<file path="src/rtl/t1fm_pkg.sv">
// Shared constants and the CRC-6 step function for the T1 framing bit monitor.
// Assumes frame indices are 0-based within the multiframe.
package t1fm_pkg;
    localparam int IDX_W = 5;
    localparam int CRC_W = 6;
    localparam int REG_W = 8;
    localparam logic [CRC_W-1:0] CRC_POLY = 6'b000011;

    // Indication register bit positions
    localparam int B_COFA = 1;
    localparam int B_FBIT = 2;
    localparam int B_CRC  = 3;
    localparam int B_SEV  = 4;
    localparam int B_MFB  = 5;
    localparam logic [REG_W-1:0] LIVE_MASK = 8'b0011_1110;

    // Expected framing values, entry k in bit k
    localparam logic [5:0] SF_TERM_PAT = 6'b010101;
    localparam logic [5:0] SF_SIG_PAT  = 6'b011100;
    localparam logic [5:0] ESF_ALN_PAT = 6'b110100;

    // One serial CRC-6 step, MSB first
    function automatic logic [CRC_W-1:0] crc_step(input logic [CRC_W-1:0] c, input logic d);
        logic fb;
        fb = c[CRC_W-1] ^ d;
        return {c[CRC_W-2:0], 1'b0} ^ (fb ? CRC_POLY : '0);
    endfunction
endpackage

</file>
<file path="src/rtl/t1fm_fbit_check.sv">
// Framing-bit pattern checker with fixed-window severe-error counting.
// Assumes frame_idx is valid whenever fbit_strobe is high. Events are
// combinational and qualified by in_sync.
module t1fm_fbit_check
    import t1fm_pkg::*;
#(
    parameter int SEV_LIMIT = 2,
    parameter int SF_WIN    = 6
) (
    input  logic             clk,
    input  logic             rst_n,
    input  logic             bit_valid,
    input  logic             fbit_strobe,
    input  logic             rx_bit,
    input  logic [IDX_W-1:0] frame_idx,
    input  logic             esf_mode,
    input  logic             in_sync,
    output logic             fe_evt,
    output logic             sev_evt,
    output logic             mfb_evt
);
    localparam int CNT_W = $clog2(SEV_LIMIT + 1);
    localparam logic [CNT_W-1:0] CNT_TOP = CNT_W'(SEV_LIMIT);
    localparam logic [CNT_W-1:0] CNT_PRE = CNT_W'(SEV_LIMIT - 1);

    logic             f_tick;
    logic             is_term, is_sig, is_aln;
    logic [2:0]       slot_sf, slot_esf;
    logic             exp_bit, mismatch, counted, win_start;
    logic [CNT_W-1:0] cnt_q, cnt_base;

    // Classify the framing bit and look up its expected value
    always_comb begin
        f_tick   = bit_valid && fbit_strobe && in_sync;
        slot_sf  = frame_idx[3:1];
        slot_esf = frame_idx[4:2];
        is_term  = !esf_mode && !frame_idx[0];
        is_sig   = !esf_mode &&  frame_idx[0];
        is_aln   =  esf_mode && (frame_idx[1:0] == 2'b11);
        if (is_term)     exp_bit = SF_TERM_PAT[slot_sf];
        else if (is_sig) exp_bit = SF_SIG_PAT[slot_sf];
        else             exp_bit = ESF_ALN_PAT[slot_esf];
        mismatch = (rx_bit != exp_bit);
    end

    // Window restart, event generation
    always_comb begin
        win_start = (frame_idx == '0) || (!esf_mode && frame_idx == IDX_W'(SF_WIN));
        cnt_base  = win_start ? '0 : cnt_q;
        counted   = f_tick && (is_term || is_aln) && mismatch;
        fe_evt    = f_tick && (is_term || is_sig || is_aln) && mismatch;
        sev_evt   = counted && (cnt_base >= CNT_PRE);
        mfb_evt   = f_tick && (frame_idx == '0);
    end

    // Saturating error counter for the current fixed window
    always_ff @(posedge clk) begin
        if (!rst_n || !in_sync)
            cnt_q <= '0;
        else if (f_tick) begin
            if (counted && cnt_base != CNT_TOP) cnt_q <= cnt_base + 1'b1;
            else                                cnt_q <= cnt_base;
        end
    end

    AST_WIN_CLEARED: assert property (@(posedge clk) disable iff (!rst_n)
        !in_sync |=> (cnt_q == '0));
    AST_SIG_NOT_SEVERE: assert property (@(posedge clk) disable iff (!rst_n)
        (!esf_mode && fbit_strobe && frame_idx[0]) |-> !sev_evt);
endmodule

</file>
<file path="src/rtl/t1fm_crc6.sv">
// ESF CRC-6 accumulator and checker. Holds the remainder of the previous
// multiframe and compares it bit by bit with the check bits as they arrive.
// Assumes a multiframe starts at the framing bit with index 0.
module t1fm_crc6
    import t1fm_pkg::*;
#(
    parameter int CRC_FIRST = 1,
    parameter int CRC_STEP  = 4
) (
    input  logic             clk,
    input  logic             rst_n,
    input  logic             bit_valid,
    input  logic             fbit_strobe,
    input  logic             rx_bit,
    input  logic [IDX_W-1:0] frame_idx,
    input  logic             esf_mode,
    input  logic             in_sync,
    output logic             crc_err_evt
);
    localparam int CRC_LAST = CRC_FIRST + CRC_STEP * (CRC_W - 1);

    logic [CRC_W-1:0] crc_cur, crc_prev;
    logic             run_q, prev_ok, miss_q;
    logic             active, boundary, slot, last_slot, din, bit_miss;
    logic [2:0]       sel;

    // Decode multiframe start and check-bit positions
    always_comb begin
        active    = bit_valid && in_sync && esf_mode;
        boundary  = active && fbit_strobe && (frame_idx == '0);
        slot      = active && fbit_strobe && (frame_idx[1:0] == 2'(CRC_FIRST));
        last_slot = slot && (frame_idx == IDX_W'(CRC_LAST));
        din       = fbit_strobe ? 1'b1 : rx_bit;
        sel       = 3'(CRC_W - 1) - frame_idx[4:2];
        bit_miss  = rx_bit != crc_prev[sel];
        crc_err_evt = last_slot && prev_ok && (miss_q || bit_miss);
    end

    // Remainder accumulation, hand-over at the boundary, mismatch collection
    always_ff @(posedge clk) begin
        if (!rst_n || !in_sync || !esf_mode) begin
            crc_cur  <= '0;
            crc_prev <= '0;
            run_q    <= 1'b0;
            prev_ok  <= 1'b0;
            miss_q   <= 1'b0;
        end else if (bit_valid) begin
            if (boundary) begin
                crc_cur  <= crc_step('0, 1'b1);
                crc_prev <= crc_cur;
                prev_ok  <= run_q;
                run_q    <= 1'b1;
                miss_q   <= 1'b0;
            end else begin
                if (run_q) crc_cur <= crc_step(crc_cur, din);
                if (slot)  miss_q  <= miss_q || bit_miss;
            end
        end
    end

    AST_CRC_AT_LAST_SLOT: assert property (@(posedge clk) disable iff (!rst_n)
        crc_err_evt |-> (fbit_strobe && frame_idx == IDX_W'(CRC_LAST)));
    AST_CRC_QUIET_OOS: assert property (@(posedge clk) disable iff (!rst_n)
        !in_sync |-> !crc_err_evt);
endmodule

</file>
<file path="src/rtl/t1fm_ind_reg.sv">
// Sticky write-one-to-clear indication register with interrupt combine.
// Hardware sets take priority over software clears; the multiframe-start
// bit is frozen while out of sync.
module t1fm_ind_reg
    import t1fm_pkg::*;
(
    input  logic             clk,
    input  logic             rst_n,
    input  logic [REG_W-1:0] set_vec,
    input  logic             wr_en,
    input  logic [REG_W-1:0] wr_data,
    input  logic             in_sync,
    input  logic [REG_W-1:0] irq_en,
    output logic [REG_W-1:0] ind_q,
    output logic             irq
);
    logic [REG_W-1:0] clr_vec, ind_next;

    // Build the clear mask and the next register value
    always_comb begin
        clr_vec = wr_en ? wr_data : '0;
        if (!in_sync) clr_vec[B_MFB] = 1'b0;
        ind_next = ((ind_q & ~clr_vec) | set_vec) & LIVE_MASK;
    end

    // Register update
    always_ff @(posedge clk) begin
        if (!rst_n) ind_q <= '0;
        else        ind_q <= ind_next;
    end

    // Interrupt combine
    always_comb irq = |(ind_q & irq_en);

    AST_RSVD_ZERO: assert property (@(posedge clk) disable iff (!rst_n)
        (ind_q & ~LIVE_MASK) == '0);
    AST_SET_WINS: assert property (@(posedge clk) disable iff (!rst_n)
        set_vec[B_FBIT] |=> ind_q[B_FBIT]);
    AST_W1C_CLEARS: assert property (@(posedge clk) disable iff (!rst_n)
        (wr_en && wr_data[B_CRC] && !set_vec[B_CRC]) |=> !ind_q[B_CRC]);
    AST_MFB_FROZEN: assert property (@(posedge clk) disable iff (!rst_n)
        !in_sync |=> $stable(ind_q[B_MFB]));
endmodule

</file>
<file path="src/rtl/t1_fbit_monitor.sv">
// Top of the T1 framing bit error monitor: framing-bit checker, ESF CRC-6
// checker and the sticky indication register. Assumes an aligned stream
// with frame indices supplied by the framer.
module t1_fbit_monitor
    import t1fm_pkg::*;
#(
    parameter int SEV_LIMIT = 2,
    parameter int SF_WIN    = 6
) (
    input  logic             clk,
    input  logic             rst_n,
    input  logic             rx_bit,
    input  logic             bit_valid,
    input  logic             fbit_strobe,
    input  logic [IDX_W-1:0] frame_idx,
    input  logic             esf_mode,
    input  logic             in_sync,
    input  logic             cofa_in,
    input  logic             wr_en,
    input  logic [REG_W-1:0] wr_data,
    input  logic [REG_W-1:0] irq_en,
    output logic [REG_W-1:0] ind_flags,
    output logic             irq
);
    logic             fe_evt, sev_evt, mfb_evt, crc_evt;
    logic [REG_W-1:0] set_vec;

    t1fm_fbit_check #(.SEV_LIMIT(SEV_LIMIT), .SF_WIN(SF_WIN)) u_fchk (
        .clk(clk), .rst_n(rst_n), .bit_valid(bit_valid), .fbit_strobe(fbit_strobe),
        .rx_bit(rx_bit), .frame_idx(frame_idx), .esf_mode(esf_mode), .in_sync(in_sync),
        .fe_evt(fe_evt), .sev_evt(sev_evt), .mfb_evt(mfb_evt)
    );

    t1fm_crc6 u_crc (
        .clk(clk), .rst_n(rst_n), .bit_valid(bit_valid), .fbit_strobe(fbit_strobe),
        .rx_bit(rx_bit), .frame_idx(frame_idx), .esf_mode(esf_mode), .in_sync(in_sync),
        .crc_err_evt(crc_evt)
    );

    // Gather event sources into register bit positions
    always_comb begin
        set_vec         = '0;
        set_vec[B_COFA] = cofa_in;
        set_vec[B_FBIT] = fe_evt;
        set_vec[B_CRC]  = crc_evt;
        set_vec[B_SEV]  = sev_evt;
        set_vec[B_MFB]  = mfb_evt;
    end

    t1fm_ind_reg u_reg (
        .clk(clk), .rst_n(rst_n), .set_vec(set_vec), .wr_en(wr_en), .wr_data(wr_data),
        .in_sync(in_sync), .irq_en(irq_en), .ind_q(ind_flags), .irq(irq)
    );

    AST_SEV_IMPLIES_FE: assert property (@(posedge clk) disable iff (!rst_n)
        sev_evt |=> (ind_flags[B_SEV] && ind_flags[B_FBIT]));
endmodule

</file>
<file path="config.mk">
export PLATFORM = sky130hd
export DESIGN_NAME = t1_fbit_monitor
export DESIGN_NICKNAME = d
export VERILOG_FILES = /design/src/rtl/t1fm_pkg.sv /design/src/rtl/t1fm_fbit_check.sv /design/src/rtl/t1fm_crc6.sv /design/src/rtl/t1fm_ind_reg.sv /design/src/rtl/t1_fbit_monitor.sv
export SDC_FILE = /design/constraint.sdc
export NUM_CORES = 1
export LEC_CHECK = 0
export BUFFER_PORTS_ARGS = -buffer_cell sky130_fd_sc_hd__buf_2
export CAP_MARGIN = 20
export CELL_PAD_IN_SITES_DETAIL_PLACEMENT = 0
export CELL_PAD_IN_SITES_GLOBAL_PLACEMENT = 2
export CORE_MARGIN = 3
export CORE_UTILIZATION = 29
export DETAILED_ROUTE_END_ITERATION = 8
export HOLD_SLACK_MARGIN = 0.06
export PLACE_DENSITY = 0.83
export REMOVE_ABC_BUFFERS = 1
export SYNTH_ARGS = -nofsm -noshare
export SYNTH_HDL_FRONTEND = slang
export SYNTH_SLANG_ARGS = --single-unit
</file>
<file path="constraint.sdc">
create_clock -name clk -period 2.15 [get_ports clk]
set_input_delay 0.1075 -clock clk [delete_from_list [all_inputs] [get_ports clk]]
set_output_delay 0.1075 -clock clk [all_outputs]
set_load 0.01 [all_outputs]
</file>
==> impl_metrics.csv <==
group,metric,value,unit
routing,viasPerCell,5.37,
grt,grt_use_total,0.125,
finish,nets,206,
die,core-area,0.00412,mm2
run,max_cap_violations,0,
pwr,peakVddDrop,0.242,mV
logic_synthesis,synth_cells,147,
clock_network,clk_pin_slew,0.08,ns
worst_hold_path,holdPathEnd,"u_reg.ind_q[1]",
clock_network,htreeDepth,1,
routing,drt_pre_antenna_iters,4,
routing,wl_per_cell,13.9,um
timing,worstMarginPinSlew,0.593,ns
critical_path,critPathSlowestCell,"or4b_1",
logic_synthesis,yosysSeqAreaShare,0.345,
routing,num_vias,1202,
timing,fin_crit_sh,0.803,
grt,grt_pass1_vias,1150,
critical_path,crit_path_max_fanout,8,
clock_network,clockRootBuffer,"clkbuf_8",
logic_synthesis,synth.top_cells.by_area,"dfxtp_1 35%, a311oi_1 4.8%, nand2_1 3.8%",
die,start_util,0.310,
routing,met3RoutedLength,285,um
finish,area_delta_synth_final,17.3,%
logic_synthesis,synth_edf_count,0,
timing,period_minus_slack,1.73,ns
die,fp.dieH,72.3,um
finish,stdcell_area,0.00150,mm2
routing,wl_met2,1380,um
timing,finalSetupViolCount,0,
place,place_congestion,0.699,
die,die_w,72.3,um
die,pin_count,39,
die,rows,23,
clock_network,post_cts_resized,0,
finish,fin_util,0.364,
worst_hold_path,holdCritPathClass,"primary input to register",
timing,rsz0062_at_grt,"false",
place,placed_cell_area,0.00144,mm2
grt,grt_overflow_total,0,
grt,grt_max_degree,20,
run_status,status,"complete, no violations",
timing,finClkSkew,0.00216,ns
clock_network,ctsHoldBuffers,0,
critical_path,end_kind,"register",
grt,grt_pass1_wl,5220,um
critical_path,cp.required,2.34,ns
critical_path,crit_family,"simple AND/OR/NAND/NOR gates",
logic_synthesis,async_flop_share,0,
critical_path,regToRegSetupSlack,0.50,ns
logic_synthesis,synth.top_cell.area_share,0.345,
critical_path,cp-start-kind,"primary input",
clock_network,clk_latency,0.26,ns
logic_synthesis,yosys-top-cells-count,"22 x dfxtp_1, 13 x nand2_1, 11 x nor2_1",
finish,fillCellCount,446,
worst_hold_path,holdPathStages,3,
pwr,p_leak,0.594,nW
timing,clock.fmax,580,MHz
clock_network,cts_setup_buffers,0,
routing,drcViolationCount,0,
logic_synthesis,netlist-cell-type-count,55,
clock_network,cts_buffers,3,
die,die_area,0.00523,mm2
clock_network,cts.sink_count,22,
timing,final.setup.tns,0,ns
timing,hold_viol_final,0,
worst_hold_path,min_from,"cofa_in",
logic_synthesis,ys_ff_latch,22,
routing,wl_met1,1390,um
finish,num_antenna_cells,0,
pwr,power,0.000807,W
grt,antenna_found_initial,0,
clock_network,ctsLongestPathBuffers,2,
finish,drive_gt1_frac,0.287,
critical_path,slowest_delay,0.50,ns
critical_path,r2r-start,"u_fchk.cnt_q[1]",
clock_network,cts_tree,"yes",
critical_path,path_cells,"buf_2 -> and3b_1 -> o21ai_2 -> and2_1 -> ha_1 -> a21oi_1 -> and4_2 -> or4b_1 -> o211ai_2",
logic_synthesis,synth_top_flop_cell,"dfxtp_1",
logic_synthesis,yosys.area.top_type,"dfxtp_1",
critical_path,setup.worst_path.class,"primary input to register",
critical_path,timing.rr.end,"u_fchk.cnt_q[0]",
logic_synthesis,yosysWarningCount,0,
logic_synthesis,synth.avg_cell_area,8.68,um2
critical_path,path_buf_inv,1,
logic_synthesis,syn_area,0.00128,mm2
critical_path,rr_worst_depth,6,
routing,ant_nets,0,
timing,drv_slew,0,
critical_path,crit_arrival,1.91,ns
place,dp_hpwl,2390,um
pwr,powerDensity,539,mW/mm2
logic_synthesis,synth.most_common_cell,"dfxtp_1",
routing,routed.top_layer,"met4",
timing,relSlewSlack,0.604,
routing,drt_iter0_markers,61,
routing,routed_wl,3110,um
place,portBuffers,29,
-- area by class of cell --
type	count	area, um2	area share
Clock buffer	4	55.1	0.0368
Inverter	9	33.8	0.0226
Multi-Input combinational cell	108	744	0.497
Sequential cell	22	440	0.294
Tap cell	50	62.6	0.0418
Timing Repair Buffer	31	160	0.107
-- how the worst max path moves through the flow --
stage	endpoint	startpoint	slack (ns)	depth (start not counted)
after detailed placement	u_fchk.cnt_q[0]	frame_idx[2]	0.18	9
after floorplan	u_fchk.cnt_q[0]	frame_idx[2]	0.51	8
after global placement	u_fchk.cnt_q[0]	frame_idx[2]	0.24	9
after global routing	u_fchk.cnt_q[0]	frame_idx[2]	0.33	9
after CTS	u_fchk.cnt_q[0]	frame_idx[2]	0.45	9
final	u_fchk.cnt_q[0]	frame_idx[2]	0.42	9
-- through the flow --
step | hold WS (ns) | setup slack (ns) | std cells
after floorplan | 0.223 | 0.505 | 139
after global placement | 0.344 | 0.242 | 220
after detailed placement | 0.359 | 0.179 | 220
after CTS | 0.0878 | 0.449 | 224
after global routing | 0.118 | 0.332 | 224
final | 0.0915 | 0.424 | 224
-- worst min-delay path, stage by stage --
cell and delay, ns:
buf_2 0.08, a21oi_1 0.03, nor2b_1 0.10
-- logic make-up after synthesis --
logic type	after synthesis	share of synthesized area
adders and majority gates	1	0.00980
and+or+nand+nor	57	0.252
AOI/OAI and AO/OA	41	0.258
other	1	0.00294
muxes	3	0.0343
xor gates and xnor gates	3	0.0206
buffers and inverters	19	0.0774
DFF	22	0.345
-- flip-flops by register name, summed over array words and instances, names as in the netlist --
register,cells
u_crc.prev_ok,1
u_crc.miss_q,1
u_crc.crc_cur,6
u_crc.run_q,1
u_crc.crc_prev,6
u_reg.ind_q,5
u_fchk.cnt_q,2
-- cells in the final DEF (no fill, tap or decap), types with 3 or more instances in the layout --
cell type and instances:
clkbuf_8 4, nand3_1 7, dfxtp_1 22, a311oi_1 7
xnor2_1 3, nor2b_1 3, nand2_1 13, a21oi_1 8
inv_1 9, conb_1 3, nor2_1 11, or3_1 3
buf_2 29, o21a_1 3, nor3_1 4
-- routing by layer --
metal  track usage  up-vias
li1              -      593
met5             0        -
met3        0.0277        6
met4        0.0564        0
met2         0.200       53
met1         0.158      550
-- report_power, final --
| part | switching (W) | total [W] | internal [W] | leakage (nW) |
|---|---|---|---|---|
| logic | 0.0000608 | 0.000103 | 0.0000418 | 0.388 |
| registers | 0.00000244 | 0.000412 | 0.000410 | 0.178 |
| clock network | 0.000129 | 0.000292 | 0.000163 | 0.0288 |
No activity file was read; power rests on OpenSTA's default activity.
